$ cat src/rtl/cyctx_pkg.sv
package cyctx_pkg;
  localparam int CMD_RESET_BIT  = 0;
  localparam int CMD_END_BIT    = 1;
  localparam int CMD_START_BIT  = 3;
  localparam int CMD_REPEAT_BIT = 5;
  localparam int IRQ_DONE_BIT   = 6;
  localparam logic [7:0] FILL_OCTET = 8'hFF;

  typedef enum logic [1:0] {
    ST_IDLE = 2'd0,
    ST_ARM  = 2'd1,
    ST_RUN  = 2'd2
  } tx_state_e;
endpackage

$ cat src/rtl/cyctx_slot_timer.sv
module cyctx_slot_timer #(
  parameter int FRAME_BITS = 32,
  parameter int POS_W      = $clog2(FRAME_BITS)
) (
  input  logic             clk,
  input  logic             rst,
  input  logic             fsync,
  input  logic [POS_W-1:0] slot_pos,
  input  logic [POS_W:0]   slot_len,
  output logic             slot_act,
  output logic             slot_aligned
);
  localparam logic [POS_W-1:0] LAST_POS = POS_W'(FRAME_BITS - 1);

  logic [POS_W-1:0] cnt_q;
  logic [POS_W-1:0] cur;
  logic [POS_W:0]   offs;

  always_comb begin
    if (fsync)                cur = '0;
    else if (cnt_q == LAST_POS) cur = '0;
    else                      cur = cnt_q + 1'b1;
  end

  assign offs         = {1'b0, cur} - {1'b0, slot_pos};
  assign slot_act     = ({1'b0, cur} >= {1'b0, slot_pos}) && (offs < slot_len);
  assign slot_aligned = slot_act && (offs[2:0] == 3'd0);

  always_ff @(posedge clk) begin
    if (rst) cnt_q <= LAST_POS;
    else     cnt_q <= cur;
  end

  // without a sync pulse the frame position advances by one
  p_frame_step_r9: assert property (@(posedge clk) disable iff (rst)
    (!fsync && cnt_q != LAST_POS) |=> (cnt_q == POS_W'($past(cnt_q) + 1'b1)));
endmodule

$ cat src/rtl/cyctx_buf_ram.sv
module cyctx_buf_ram #(
  parameter int DEPTH = 64,
  parameter int AW    = $clog2(DEPTH)
) (
  input  logic          clk,
  input  logic          we,
  input  logic [AW-1:0] waddr,
  input  logic [7:0]    wdata,
  input  logic [AW-1:0] raddr,
  output logic [7:0]    rdata
);
  logic [7:0] mem [DEPTH];

  always_ff @(posedge clk) begin
    if (we) mem[waddr] <= wdata;
    rdata <= mem[raddr];
  end
endmodule

$ cat src/rtl/cyctx_engine.sv
module cyctx_engine
  import cyctx_pkg::*;
#(
  parameter int DEPTH = 64,
  parameter int AW    = $clog2(DEPTH),
  parameter int CW    = $clog2(DEPTH + 1)
) (
  input  logic          clk,
  input  logic          rst,
  input  logic          wr_en,
  input  logic [7:0]    wr_data,
  input  logic          cmd_valid,
  input  logic [7:0]    cmd_byte,
  input  logic          slot_act,
  input  logic          slot_aligned,
  output logic          tx_bit,
  output logic          eng_idle,
  output logic          irq_done,
  output logic          ram_we,
  output logic [AW-1:0] ram_waddr,
  output logic [7:0]    ram_wdata,
  output logic [AW-1:0] ram_raddr,
  input  logic [7:0]    ram_rdata
);
  tx_state_e      state;
  logic           cyc_q;
  logic [CW-1:0]  cnt_q;
  logic [AW-1:0]  rd_ptr;
  logic [AW-1:0]  byte_no;
  logic [2:0]     bit_idx;
  logic           junk_q;
  logic [7:0]     shreg;
  logic           irq_q;

  logic           cmd_rst, cmd_go, wr_ok, shift_en;
  logic [AW-1:0]  last_idx, next_ptr;

  assign cmd_rst  = cmd_valid && cmd_byte[CMD_RESET_BIT];
  assign cmd_go   = cmd_valid && cmd_byte[CMD_START_BIT] && !cmd_rst &&
                    (state == ST_IDLE) && (cnt_q != '0);
  assign wr_ok    = wr_en && (state == ST_IDLE) && (cnt_q < CW'(DEPTH)) && !cmd_rst;
  assign shift_en = slot_act && ((state == ST_RUN) || (state == ST_ARM && slot_aligned));
  assign last_idx = AW'(cnt_q - CW'(1));
  assign next_ptr = (rd_ptr == last_idx) ? '0 : rd_ptr + 1'b1;

  assign ram_we    = wr_ok;
  assign ram_waddr = cnt_q[AW-1:0];
  assign ram_wdata = wr_data;
  assign ram_raddr = rd_ptr;
  assign tx_bit    = shreg[7];
  assign eng_idle  = (state == ST_IDLE);
  assign irq_done  = irq_q;

  always_ff @(posedge clk) begin
    if (rst) begin
      state   <= ST_IDLE;
      cyc_q   <= 1'b0;
      cnt_q   <= '0;
      rd_ptr  <= '0;
      byte_no <= '0;
      bit_idx <= '0;
      junk_q  <= 1'b1;
      shreg   <= FILL_OCTET;
      irq_q   <= 1'b0;
    end else begin
      if (wr_ok) cnt_q <= cnt_q + 1'b1;
      if (cmd_rst) begin
        state   <= ST_IDLE;
        cyc_q   <= 1'b0;
        cnt_q   <= '0;
        rd_ptr  <= '0;
        byte_no <= '0;
        bit_idx <= '0;
        junk_q  <= 1'b1;
        shreg   <= FILL_OCTET;
      end else if (cmd_go) begin
        state   <= ST_ARM;
        cyc_q   <= cmd_byte[CMD_REPEAT_BIT];
        irq_q   <= 1'b0;
        rd_ptr  <= '0;
        byte_no <= '0;
        bit_idx <= '0;
        junk_q  <= 1'b1;
        shreg   <= FILL_OCTET;
      end else if (shift_en) begin
        state   <= ST_RUN;
        bit_idx <= bit_idx + 1'b1;
        shreg   <= {shreg[6:0], 1'b1};
        if (bit_idx == 3'd7) begin
          if (junk_q) begin
            junk_q  <= 1'b0;
            shreg   <= ram_rdata;
            rd_ptr  <= next_ptr;
            byte_no <= '0;
          end else if (byte_no == last_idx && !cyc_q) begin
            state  <= ST_IDLE;
            irq_q  <= 1'b1;
            cnt_q  <= '0;
            rd_ptr <= '0;
            shreg  <= FILL_OCTET;
          end else begin
            shreg   <= ram_rdata;
            rd_ptr  <= next_ptr;
            byte_no <= (byte_no == last_idx) ? '0 : byte_no + 1'b1;
          end
        end
      end
    end
  end

  // the fill level never exceeds the buffer depth
  p_count_cap_r2: assert property (@(posedge clk) disable iff (rst)
    cnt_q <= CW'(DEPTH));

  // writes leave the fill level alone once a transmission is under way
  p_busy_write_r10: assert property (@(posedge clk) disable iff (rst)
    (wr_en && !cmd_valid && (state == ST_ARM || (state == ST_RUN && cyc_q)))
      |=> $stable(cnt_q));

  // the read pointer stays within the stored bytes while running
  p_ptr_range_r6: assert property (@(posedge clk) disable iff (rst)
    (state == ST_RUN) |-> (CW'(rd_ptr) < cnt_q));

  // the done flag is only raised by a single-shot transmission
  p_irq_single_r5: assert property (@(posedge clk) disable iff (rst)
    $rose(irq_q) |-> !cyc_q);

  // a transmit reset returns to idle with an empty buffer
  p_txreset_r7: assert property (@(posedge clk) disable iff (rst)
    (cmd_valid && cmd_byte[CMD_RESET_BIT]) |=> (state == ST_IDLE && cnt_q == '0));

  // a start with an empty buffer does not leave idle
  p_start_empty_r11: assert property (@(posedge clk) disable iff (rst)
    (cmd_valid && state == ST_IDLE && cnt_q == '0) |=> (state == ST_IDLE));
endmodule

$ cat src/rtl/cyctx_line_out.sv
module cyctx_line_out (
  input  logic clk,
  input  logic rst,
  input  logic slot_act,
  input  logic tx_bit,
  input  logic hold_high,
  output logic txd,
  output logic txd_oe
);
  always_ff @(posedge clk) begin
    if (rst) begin
      txd    <= 1'b1;
      txd_oe <= 1'b0;
    end else if (slot_act) begin
      txd    <= tx_bit;
      txd_oe <= 1'b1;
    end else begin
      txd    <= 1'b1;
      txd_oe <= hold_high;
    end
  end

  // a timeslot bit is always driven in the following cycle
  p_slot_drive_r12: assert property (@(posedge clk) disable iff (rst)
    slot_act |=> txd_oe);
endmodule

$ cat src/rtl/cyc_serial_tx.sv
module cyc_serial_tx
  import cyctx_pkg::*;
#(
  parameter int DEPTH      = 64,
  parameter int FRAME_BITS = 32,
  parameter int POS_W      = $clog2(FRAME_BITS)
) (
  input  logic             clk,
  input  logic             rst,
  input  logic             fsync,
  input  logic [POS_W-1:0] slot_pos,
  input  logic [POS_W:0]   slot_len,
  input  logic             hold_high,
  input  logic             wr_en,
  input  logic [7:0]       wr_data,
  input  logic             cmd_valid,
  input  logic [7:0]       cmd_byte,
  output logic             txd,
  output logic             txd_oe,
  output logic [7:0]       irq_flags
);
  localparam int AW = $clog2(DEPTH);

  logic          slot_act, slot_aligned;
  logic          tx_bit, eng_idle, irq_done;
  logic          ram_we;
  logic [AW-1:0] ram_waddr, ram_raddr;
  logic [7:0]    ram_wdata, ram_rdata;

  cyctx_slot_timer #(.FRAME_BITS(FRAME_BITS), .POS_W(POS_W)) u_timer (
    .clk(clk), .rst(rst), .fsync(fsync), .slot_pos(slot_pos), .slot_len(slot_len),
    .slot_act(slot_act), .slot_aligned(slot_aligned)
  );

  cyctx_buf_ram #(.DEPTH(DEPTH), .AW(AW)) u_ram (
    .clk(clk), .we(ram_we), .waddr(ram_waddr), .wdata(ram_wdata),
    .raddr(ram_raddr), .rdata(ram_rdata)
  );

  cyctx_engine #(.DEPTH(DEPTH), .AW(AW)) u_engine (
    .clk(clk), .rst(rst), .wr_en(wr_en), .wr_data(wr_data),
    .cmd_valid(cmd_valid), .cmd_byte(cmd_byte),
    .slot_act(slot_act), .slot_aligned(slot_aligned),
    .tx_bit(tx_bit), .eng_idle(eng_idle), .irq_done(irq_done),
    .ram_we(ram_we), .ram_waddr(ram_waddr), .ram_wdata(ram_wdata),
    .ram_raddr(ram_raddr), .ram_rdata(ram_rdata)
  );

  cyctx_line_out u_line (
    .clk(clk), .rst(rst), .slot_act(slot_act), .tx_bit(tx_bit),
    .hold_high(hold_high), .txd(txd), .txd_oe(txd_oe)
  );

  assign irq_flags = 8'(irq_done) << IRQ_DONE_BIT;

  // with the engine idle over two cycles the line shows a one
  p_idle_ones_r1: assert property (@(posedge clk) disable iff (rst)
    (eng_idle && $past(eng_idle)) |-> txd);
endmodule

$ cat config.mk
export PLATFORM = sky130hd
export DESIGN_NAME = cyc_serial_tx
export DESIGN_NICKNAME = d
export VERILOG_FILES = /design/src/rtl/cyctx_pkg.sv /design/src/rtl/cyctx_slot_timer.sv /design/src/rtl/cyctx_buf_ram.sv /design/src/rtl/cyctx_engine.sv /design/src/rtl/cyctx_line_out.sv /design/src/rtl/cyc_serial_tx.sv
export SDC_FILE = /design/constraint.sdc
export NUM_CORES = 1
export LEC_CHECK = 0
export BUFFER_PORTS_ARGS = -buffer_cell sky130_fd_sc_hd__buf_2
export CAP_MARGIN = 20
export CORE_ASPECT_RATIO = 0.8
export CORE_MARGIN = 8
export CORE_UTILIZATION = 40
export CTS_CLUSTER_DIAMETER = 200
export CTS_CLUSTER_SIZE = 20
export DETAILED_ROUTE_END_ITERATION = 7
export GPL_ROUTABILITY_DRIVEN = 1
export PLACE_DENSITY = 0.59
export RECOVER_POWER = 100
export SKIP_LAST_GASP = 1
export SYNTH_ARGS = -nofsm -noshare
export SYNTH_HDL_FRONTEND = slang
export SYNTH_SLANG_ARGS = --single-unit
$ cat constraint.sdc
create_clock -name clk -period 4.4 [get_ports clk]
set_input_delay 0.22 -clock clk [delete_from_list [all_inputs] [get_ports clk]]
set_output_delay 0.22 -clock clk [all_outputs]
set_load 0.02 [all_outputs]
==> metrics.txt, run 1 <==
# TYPE chip_impl_metric gauge
chip_impl_info{name="status",value="finished with violations"} 1
chip_impl_info{name="failing_checks",value="max-capacitance violations, max-slew violations"} 1
chip_impl_metric{name="power.total",unit="uW"} 9306
chip_impl_metric{name="area.growth.synth_to_final",unit="%"} 9.122
chip_impl_metric{name="grt_pass1_vias",unit=""} 10800
chip_impl_info{name="synth_top_cell_by_area",value="sky130_fd_sc_hd__edfxtp_1"} 1
chip_impl_metric{name="insertion_delay",unit="ns"} 0.56
chip_impl_metric{name="number_of_filler_instances_in_the_final_layout",unit=""} 4863
chip_impl_metric{name="antenna_cells",unit=""} 0
chip_impl_metric{name="port-buffer-count",unit=""} 30
chip_impl_info{name="rsz_0062_raised_after_global_routing",value="no"} 1
chip_impl_info{name="min_from",value="rst"} 1
chip_impl_metric{name="synth.cell_area",unit="um2"} 22630
chip_impl_metric{name="drt-wirelength-per-cell",unit="um"} 25.11
chip_impl_metric{name="wire_length_of_the_first_global_routing_pass",unit="mm"} 73.23
chip_impl_metric{name="ant_nets",unit=""} 0
chip_impl_metric{name="power_density",unit="nW/um2"} 376.8
chip_impl_metric{name="post_synth_inst_count",unit=""} 1156
chip_impl_metric{name="yosys_register_bits",unit=""} 562
chip_impl_metric{name="cts_sinks",unit=""} 562
chip_impl_info{name="cts_tree",value="yes"} 1
chip_impl_metric{name="grt.total_usage",unit="%"} 15.22
chip_impl_metric{name="cts.clk_slew.worst_paths",unit="ns"} 0.09
chip_impl_info{name="synth_common_cells",value="sky130_fd_sc_hd__edfxtp_1 (512), sky130_fd_sc_hd__mux4_2 (163), sky130_fd_sc_hd__nor2_1 (88)"} 1
chip_impl_metric{name="share_of_final_layout_standard_cells_stronger_than_drive_strength_1",unit="%"} 21.54
chip_impl_metric{name="yosys_warnings",unit=""} 0
chip_impl_metric{name="hold_crit_depth",unit=""} 2
chip_impl_metric{name="yosysSeqAreaShare",unit="%"} 72.36
chip_impl_metric{name="fp.dieArea",unit="um2"} 64490
chip_impl_metric{name="dieWidth",unit="um"} 281.9
chip_impl_metric{name="netlist-cell-type-count",unit=""} 63
chip_impl_metric{name="io-pin-count",unit=""} 43
chip_impl_metric{name="maximum_number_of_pins_on_one_net_before_global_route_repair",unit=""} 65
chip_impl_metric{name="num_rows",unit=""} 78
chip_impl_metric{name="cts.htree.levels",unit=""} 2
chip_impl_info{name="crit_type",value="register to register"} 1
chip_impl_metric{name="totalNegativeSetupSlack",unit="ns"} 0
chip_impl_metric{name="timing_worst_slew_pin_value",unit="ns"} 3.124
chip_impl_metric{name="vias",unit=""} 10990
chip_impl_metric{name="final.min_clock_period",unit="ns"} 4.133
chip_impl_metric{name="power.leakage",unit="uW"} 0.007369
chip_impl_metric{name="vdd.ir_drop.worst",unit="uV"} 256.4
chip_impl_metric{name="worst_clock_skew",unit="ns"} 0.01572
chip_impl_metric{name="postSynth.asyncResetShare",unit="%"} 0
chip_impl_info{name="cts.root.buffer_cell",value="sky130_fd_sc_hd__clkbuf_16"} 1
chip_impl_metric{name="overflow",unit=""} 0
chip_impl_metric{name="multiInputGateArea",unit="um2"} 5886
chip_impl_metric{name="finalSetupViolCount",unit=""} 0
chip_impl_metric{name="dpl-instance-area",unit="um2"} 23790
chip_impl_metric{name="timing_max_transition_violations_final",unit=""} 500
chip_impl_info{name="regToRegStartpoint",value="u_timer.cnt_q[0]$_SDFF_PP1_"} 1
chip_impl_metric{name="final_nets",unit=""} 1261
chip_impl_metric{name="netlist.area_leader.share",unit="%"} 67.94
chip_impl_metric{name="worstPathRequired",unit="ns"} 4.87
chip_impl_info{name="ys_dominant_reg_cell",value="sky130_fd_sc_hd__edfxtp_1"} 1
chip_impl_info{name="hp-class",value="primary input to register"} 1
chip_impl_metric{name="fmax",unit="GHz"} 0.2420
chip_impl_metric{name="route.final.wire_length",unit="mm"} 49.74
chip_impl_info{name="setup.worst_path.end_class",value="register"} 1
chip_impl_metric{name="grt_antenna_before_repair",unit=""} 0
chip_impl_metric{name="critPathArrivalTime",unit="ns"} 4.60
chip_impl_metric{name="max-slew-margin-rel",unit="%"} -108.3
chip_impl_metric{name="die_ht",unit="um"} 228.7
chip_impl_metric{name="fin_hold_ws",unit="ns"} 0.01796
chip_impl_metric{name="tritoncts.num_buffers",unit=""} 34
chip_impl_metric{name="initialDrtViolationCount",unit=""} 1046
chip_impl_metric{name="detailedRoute.firstPassIterationCount",unit=""} 5
chip_impl_info{name="yosysMostFrequentCell",value="sky130_fd_sc_hd__edfxtp_1"} 1
chip_impl_metric{name="starting_density_of_the_core",unit="%"} 40.19
chip_impl_metric{name="syn_area_per_cell",unit="um2"} 19.58
chip_impl_metric{name="critPathMaxFanout",unit=""} 10
chip_impl_metric{name="number_of_synthesized_flops_with_an_enable_pin",unit=""} 512
chip_impl_metric{name="layout_worst_path_cycle_share",unit="%"} 93.93
chip_impl_info{name="r2r-end",value="u_engine.byte_no[4]$_SDFFE_PP0P_"} 1
chip_impl_metric{name="rrSetupSlack",unit="ns"} 0.27
chip_impl_metric{name="avgViaCountPerCell",unit=""} 5.548
chip_impl_info{name="hold-path-endpoint",value="u_timer.cnt_q[0]$_SDFF_PP1_"} 1
chip_impl_metric{name="ff_latch_area",unit="um2"} 16380
chip_impl_metric{name="detail_route.drc_violations",unit=""} 0
chip_impl_metric{name="cap_violations",unit=""} 8
chip_impl_metric{name="design.core.area",unit="um2"} 56310
chip_impl_metric{name="cts-root-to-sink-buffers",unit=""} 3
chip_impl_metric{name="dp.final_hpwl",unit="mm"} 30.03
chip_impl_info{name="cp-start-kind",value="register"} 1
chip_impl_metric{name="layout.cell_area.non_filler",unit="um2"} 24690
chip_impl_metric{name="gp_routability_congestion",unit=""} 0.7867
chip_impl_metric{name="r2r.worst_path.cells",unit=""} 14
chip_impl_metric{name="hold_viol_final",unit=""} 0
chip_impl_info{name="synth_top_cells_by_area",value="sky130_fd_sc_hd__edfxtp_1 (68%), sky130_fd_sc_hd__mux4_2 (16%), sky130_fd_sc_hd__dfxtp_1 (4.4%)"} 1
## cell type report
class	count	area share [%]
clock buffers	45	3.613
clock inverters	4	0.2179
inverters	15	0.2280
multi-input cells	514	23.83
flip-flops and latches	562	66.34
well taps	760	3.851
repair buffers	81	1.920
## where the power goes
part	internal, uW	switching, uW
clock	1450	1710
combinational	94.5	206
sequential	5840	9.59
## flip-flops by register name, summed over array words and instances (netlist names)
register            flops
u_engine.cnt_q          7
u_engine.bit_idx        3
u_ram.mem             512
u_engine.junk_q         1
u_engine.irq_done       1
u_engine.shreg          8
u_engine.cyc_q          1
u_ram.rdata             8
u_engine.byte_no        6
u_line.txd_oe           1
u_engine.state          2
u_line.txd              1
u_engine.ram_raddr      6
u_timer.cnt_q           5
## repair_timing
action                                  in CTS  in global routing
hold buffers                                 7                  0
endpoints found under the setup margin       0                  2
hold endpoints to repair                     3                  0
gates resized for setup                      0                  1
setup buffers                                0                  0
## kinds of logic (layout without fill, tap and decap cells)
group	Yosys count	count (layout)	synth area share, %
adders and majority gates	20	20	1.139
other	1	7	0.01657
muxes	169	169	16.49
DFF	562	562	72.36
AOI/OAI and AO/OA	91	91	2.737
buffers and inverters	86	145	1.742
and+or+nand+nor	204	204	4.501
xor gates and xnor gates	23	23	1.017
## worst max-delay path by stage
stage                                       startpoint                            endpoint
floorplan                  u_timer.cnt_q[0]$_SDFF_PP1_  u_engine.ram_raddr[0]$_SDFFE_PP0P_
detailed placement         u_timer.cnt_q[0]$_SDFF_PP1_    u_engine.byte_no[4]$_SDFFE_PP0P_
CTS                        u_timer.cnt_q[0]$_SDFF_PP1_    u_engine.byte_no[4]$_SDFFE_PP0P_
finish                     u_timer.cnt_q[0]$_SDFF_PP1_    u_engine.byte_no[4]$_SDFFE_PP0P_
global placement           u_timer.cnt_q[0]$_SDFF_PP1_    u_engine.byte_no[5]$_SDFFE_PP0P_
global route        u_engine.ram_raddr[0]$_SDFFE_PP0P_              u_ram.rdata[6]$_DFF_P_
## metal layers
| metal | GRT usage [%] | vias to the layer above | part of all wire, % |
|---|---|---|---|
| li1 | - | 4774 | - |
| met1 | 23.75 | 5796 | 47 |
| met2 | 22.13 | 364 | 44 |
| met3 | 2.918 | 57 | 7.5 |
| met4 | 2.821 | 0 | 1.7 |
| met5 | 0 | - | 0 |
## layout by cell type, fill, tap and decap left out, drive strengths merged, types with 3 or more instances in the layout
cell,instances
o41ai,3
nand3,18
nor2,88
o21ai,19
a211oi,7
ha,19
nand4,4
dlygate4sd3,7
conb,7
o21a,3
and2,3
or2,8
a31oi,5
mux4,163
nand2,26
or4,4
buf,41
mux2i,6
a21o,3
o22ai,8
dfxtp,50
or3,6
o31ai,3
clkbuf,78
a21oi,24
nor4b,3
nor3,9
xnor2,9
nand2b,7
inv,18
xor2,12
nand3b,5
edfxtp,512
nor2b,13
## metrics by stage
| step | util, % | cells | setup WS [ns] |
|---|---|---|---|
| after floorplan | - | 1162 | 0.5193 |
| after global placement | 42.25 | 1923 | 0.2908 |
| after detailed placement | 42.25 | 1923 | 0.2236 |
| after CTS | 44.05 | 1979 | 0.1700 |
| after global routing | 43.85 | 1981 | 0.04535 |
| final | 43.85 | 1981 | 0.2673 |
## critical path, stage by stage (launching register included)
cell	delay (ns)
sky130_fd_sc_hd__dfxtp_1	0.34
sky130_fd_sc_hd__ha_1	0.23
sky130_fd_sc_hd__and3_1	0.19
sky130_fd_sc_hd__ha_1	0.20
sky130_fd_sc_hd__or3_1	0.42
sky130_fd_sc_hd__ha_1	0.20
sky130_fd_sc_hd__inv_1	0.06
sky130_fd_sc_hd__fa_1	0.45
sky130_fd_sc_hd__ha_1	0.20
sky130_fd_sc_hd__or3_1	0.36
sky130_fd_sc_hd__o22ai_1	0.25
sky130_fd_sc_hd__o2111a_1	0.25
sky130_fd_sc_hd__nand2_2	0.15
sky130_fd_sc_hd__or4_1	0.56
sky130_fd_sc_hd__a31oi_1	0.18
No activity file was read; power rests on OpenSTA's default activity.
==> inputs of run 2 (changes only) <==
--- a/config.mk
+++ b/config.mk
@@ -7,16 +7,16 @@
 export LEC_CHECK = 0
 export BUFFER_PORTS_ARGS = -buffer_cell sky130_fd_sc_hd__buf_2
 export CAP_MARGIN = 20
-export CORE_ASPECT_RATIO = 0.8
 export CORE_MARGIN = 8
-export CORE_UTILIZATION = 40
+export CORE_UTILIZATION = 30
 export CTS_CLUSTER_DIAMETER = 200
 export CTS_CLUSTER_SIZE = 20
 export DETAILED_ROUTE_END_ITERATION = 7
 export GPL_ROUTABILITY_DRIVEN = 1
-export PLACE_DENSITY = 0.59
+export PLACE_DENSITY = 0.48
 export RECOVER_POWER = 100
 export SKIP_LAST_GASP = 1
+export SLEW_MARGIN = 40
 export SYNTH_ARGS = -nofsm -noshare
 export SYNTH_HDL_FRONTEND = slang
 export SYNTH_SLANG_ARGS = --single-unit
==> run 2 against run 1 <==
- sequential cell count is the same
- maximum frequency up 1.0%
- the flow still finishes with violations (max-capacitance violations, max-slew violations)
- first-iteration DRC count fell by 15%
- clock skew increased by 0.022 ns
- non-clock buffer count is 2 lower
- clock-buffer cell count up 8
- global-route usage shrank 3.0 points
- final cell count grew 11%
- worst hold slack improved by 0.049 ns
- total power increased by 0.77%
- sequential power is essentially flat
==> metrics.txt, run 2 (same netlist as run 1, synthesis figures left out) <==
# TYPE chip_impl_metric gauge
chip_impl_info{name="status",value="finished with violations"} 1
chip_impl_info{name="failing_checks",value="max-capacitance violations, max-slew violations"} 1
chip_impl_metric{name="starting_density_of_the_core",unit="%"} 30.35
chip_impl_metric{name="number_of_placed_instances_taps_included",unit=""} 2131
chip_impl_metric{name="power.clock.fraction",unit="%"} 34.3
chip_impl_metric{name="finalNonFillerCells",unit=""} 2197
chip_impl_metric{name="gp_routability_congestion",unit=""} 0.7788
chip_impl_metric{name="critPathMaxFanout",unit=""} 11
chip_impl_metric{name="fin_util",unit="%"} 33.54
chip_impl_metric{name="final.min_clock_period",unit="ns"} 4.091
chip_impl_metric{name="route.final.wire_length",unit="mm"} 52.91
chip_impl_metric{name="insertion_delay",unit="ns"} 0.57
chip_impl_metric{name="worstPathRequired",unit="ns"} 4.87
chip_impl_metric{name="number_of_filler_instances_in_the_final_layout",unit=""} 7060
chip_impl_info{name="layout.cells.most_common_list",value="sky130_fd_sc_hd__edfxtp_1 (512), sky130_fd_sc_hd__mux4_2 (163), sky130_fd_sc_hd__nor2_1 (88)"} 1
chip_impl_metric{name="timing_max_transition_violations_final",unit=""} 521
chip_impl_metric{name="ff_latch_area",unit="um2"} 16380
chip_impl_info{name="crit_type",value="register to register"} 1
chip_impl_metric{name="overflow",unit=""} 0
chip_impl_metric{name="area.growth.synth_to_final",unit="%"} 10.52
chip_impl_metric{name="power.switching_fraction",unit="%"} 20.89
chip_impl_metric{name="combinational_group_share_of_total_power",unit="%"} 3.3
chip_impl_metric{name="cts_sinks",unit=""} 562
chip_impl_info{name="mostFrequentLayoutCell",value="sky130_fd_sc_hd__edfxtp_1"} 1
chip_impl_info{name="hp-class",value="primary input to register"} 1
chip_impl_metric{name="cap_violations",unit=""} 8
chip_impl_metric{name="cell_internal_pwr",unit="uW"} 7419
chip_impl_metric{name="detail_route.drc_violations",unit=""} 0
chip_impl_info{name="cts.root.buffer_cell",value="sky130_fd_sc_hd__clkbuf_16"} 1
chip_impl_info{name="reg.largest.list",value="u_ram.mem x512, u_engine.shreg x8, u_ram.rdata x8"} 1
chip_impl_metric{name="grt_pass1_vias",unit=""} 11080
chip_impl_metric{name="grt.total_usage",unit="%"} 12.24
chip_impl_info{name="top_usage_layer",value="met2"} 1
chip_impl_metric{name="initialDrtViolationCount",unit=""} 888
chip_impl_metric{name="share_of_final_layout_standard_cells_stronger_than_drive_strength_1",unit="%"} 21.43
chip_impl_info{name="min_from",value="fsync"} 1
chip_impl_info{name="rsz_0062_raised_after_global_routing",value="no"} 1
chip_impl_metric{name="power_density",unit="nW/um2"} 374.9
chip_impl_metric{name="timing_worst_slew_pin_value",unit="ns"} 3.195
chip_impl_metric{name="finalSetupViolCount",unit=""} 0
chip_impl_metric{name="cts.clk_slew.worst_paths",unit="ns"} 0.09
chip_impl_metric{name="cts.htree.levels",unit=""} 2
chip_impl_info{name="setup.worst_path.end_class",value="register"} 1
chip_impl_info{name="cp-start-kind",value="register"} 1
chip_impl_metric{name="number_of_flip_flops_in_the_largest_register",unit=""} 512
chip_impl_metric{name="cts-root-to-sink-buffers",unit=""} 3
chip_impl_metric{name="dp.final_hpwl",unit="mm"} 31.62
chip_impl_metric{name="rrSetupSlack",unit="ns"} 0.31
chip_impl_metric{name="dieWidth",unit="um"} 290.7
chip_impl_metric{name="vdd.ir_drop.worst",unit="uV"} 225.5
chip_impl_info{name="critical_path.startpoint",value="u_timer.cnt_q[0]$_SDFF_PP1_"} 1
chip_impl_metric{name="avgViaCountPerCell",unit=""} 4.949
chip_impl_metric{name="ant_nets",unit=""} 0
chip_impl_metric{name="hold_viol_final",unit=""} 0
chip_impl_info{name="cts_tree",value="yes"} 1
chip_impl_metric{name="met1_usage",unit="%"} 17.47
chip_impl_info{name="regToRegStartpoint",value="u_timer.cnt_q[0]$_SDFF_PP1_"} 1
chip_impl_metric{name="vias",unit=""} 10870
chip_impl_metric{name="wire_length_of_the_first_global_routing_pass",unit="mm"} 77.54
chip_impl_info{name="top_register",value="u_ram.mem"} 1
chip_impl_metric{name="final_nets",unit=""} 1259
chip_impl_metric{name="power.leakage",unit="uW"} 0.007379
chip_impl_metric{name="num_rows",unit=""} 100
chip_impl_metric{name="gr-usage-met2",unit="%"} 19.41
chip_impl_metric{name="io-pin-count",unit=""} 43
chip_impl_metric{name="totalNegativeSetupSlack",unit="ns"} 0
chip_impl_metric{name="die_ht",unit="um"} 290.7
chip_impl_metric{name="globalRouteMet3Util",unit="%"} 2.153
chip_impl_metric{name="seqPwrFrac",unit="%"} 62.4
chip_impl_metric{name="design.core.area",unit="um2"} 74570
chip_impl_metric{name="net-switching-power",unit="uW"} 1959
chip_impl_metric{name="fp.dieArea",unit="um2"} 84480
chip_impl_metric{name="critPathArrivalTime",unit="ns"} 4.56
chip_impl_metric{name="multiInputGateArea",unit="um2"} 5883
chip_impl_metric{name="maximum_number_of_pins_on_one_net_before_global_route_repair",unit=""} 65
chip_impl_metric{name="port-buffer-count",unit=""} 30
chip_impl_metric{name="detailedRoute.firstPassIterationCount",unit=""} 7
chip_impl_metric{name="tritoncts.num_buffers",unit=""} 34
chip_impl_metric{name="grt_antenna_before_repair",unit=""} 1
chip_impl_metric{name="worst_clock_skew",unit="ns"} 0.03778
chip_impl_metric{name="drt-wirelength-per-cell",unit="um"} 24.08
chip_impl_metric{name="fmax",unit="GHz"} 0.2444
chip_impl_metric{name="layout_worst_path_cycle_share",unit="%"} 92.98
chip_impl_metric{name="max-slew-margin-rel",unit="%"} -113.0
-- run 2: cell types whose count changed in the layout (fill, tap and decap cells not counted), sizes merged --
cell and change:
buf -1, diode +1, clkbuf +7
-- run 2: cell type report --
| type | count | area share [%] |
|---|---|---|
| Tap cell | 969 | 4.847 |
| Clock inverter | 4 | 0.2151 |
| Clock buffer | 53 | 3.687 |
| Sequential cell | 562 | 65.50 |
| Multi-Input combinational cell | 514 | 23.52 |
| Inverter | 15 | 0.2251 |
| Antenna cell | 1 | 0.01000 |
| Timing Repair Buffer | 79 | 1.991 |
-- run 2: path summary, 6_finish.rpt --
check | cells past startpoint | end
min reg2reg | 2 | u_engine.bit_idx[1]$_SDFFE_PP0N_
max | 14 | u_engine.byte_no[3]$_SDFFE_PP0P_
max reg2reg | 14 | u_engine.byte_no[3]$_SDFFE_PP0P_
min | 3 | u_timer.cnt_q[0]$_SDFF_PP1_
-- run 2: worst max-delay path: stages (launching register included) --
cell and delay (ns):
sky130_fd_sc_hd__dfxtp_1 0.33, sky130_fd_sc_hd__ha_1 0.21, sky130_fd_sc_hd__and3_1 0.19, sky130_fd_sc_hd__ha_1 0.20, sky130_fd_sc_hd__or3_1 0.43, sky130_fd_sc_hd__ha_1 0.20, sky130_fd_sc_hd__inv_1 0.06, sky130_fd_sc_hd__fa_1 0.45
sky130_fd_sc_hd__ha_1 0.19, sky130_fd_sc_hd__or3_1 0.36, sky130_fd_sc_hd__o22ai_1 0.25, sky130_fd_sc_hd__o2111a_1 0.25, sky130_fd_sc_hd__nand2_2 0.16, sky130_fd_sc_hd__or4_1 0.54, sky130_fd_sc_hd__a31oi_1 0.19
-- run 2: what timing repair did --
item | CTS | global route
hold buffers | 7 | 0
setup endpoints to repair | 0 | 6
hold endpoints to repair | 5 | 0
gates resized for setup | 0 | 2
buffers inserted | 0 | 0
-- run 2: per-layer routing --
layer	vias up	part of all wire, %
met3	41	4.7
met5	-	0
met2	250	47
met1	5800	47
li1	4783	-
met4	0	1.6
-- run 2: power by group through the flow --
| stage | Combinational (uW) | Sequential [uW] | Clock [uW] |
|---|---|---|---|
| after global placement | 309 | 5960 | 0 |
| after floorplan | 162 | 5960 | 0 |
| final | 313 | 5850 | 3210 |
| after global routing | 352 | 5860 | 3490 |
| after CTS | 325 | 5840 | 3340 |
| after detailed placement | 319 | 5960 | 0 |
-- run 2: through the flow --
stage               instance area, um2  hold slack, ns  setup slack [ns]  power, uW
floorplan                        22650          0.3189            0.5193       6122
global placement                 24060          0.4463            0.2623       6271
detailed placement               24090          0.4564            0.2157       6281
CTS                              25130         0.01804            0.1892       9504
global route                     25010         0.06255           0.04817       9698
finish                           25010         0.06649            0.3091       9378
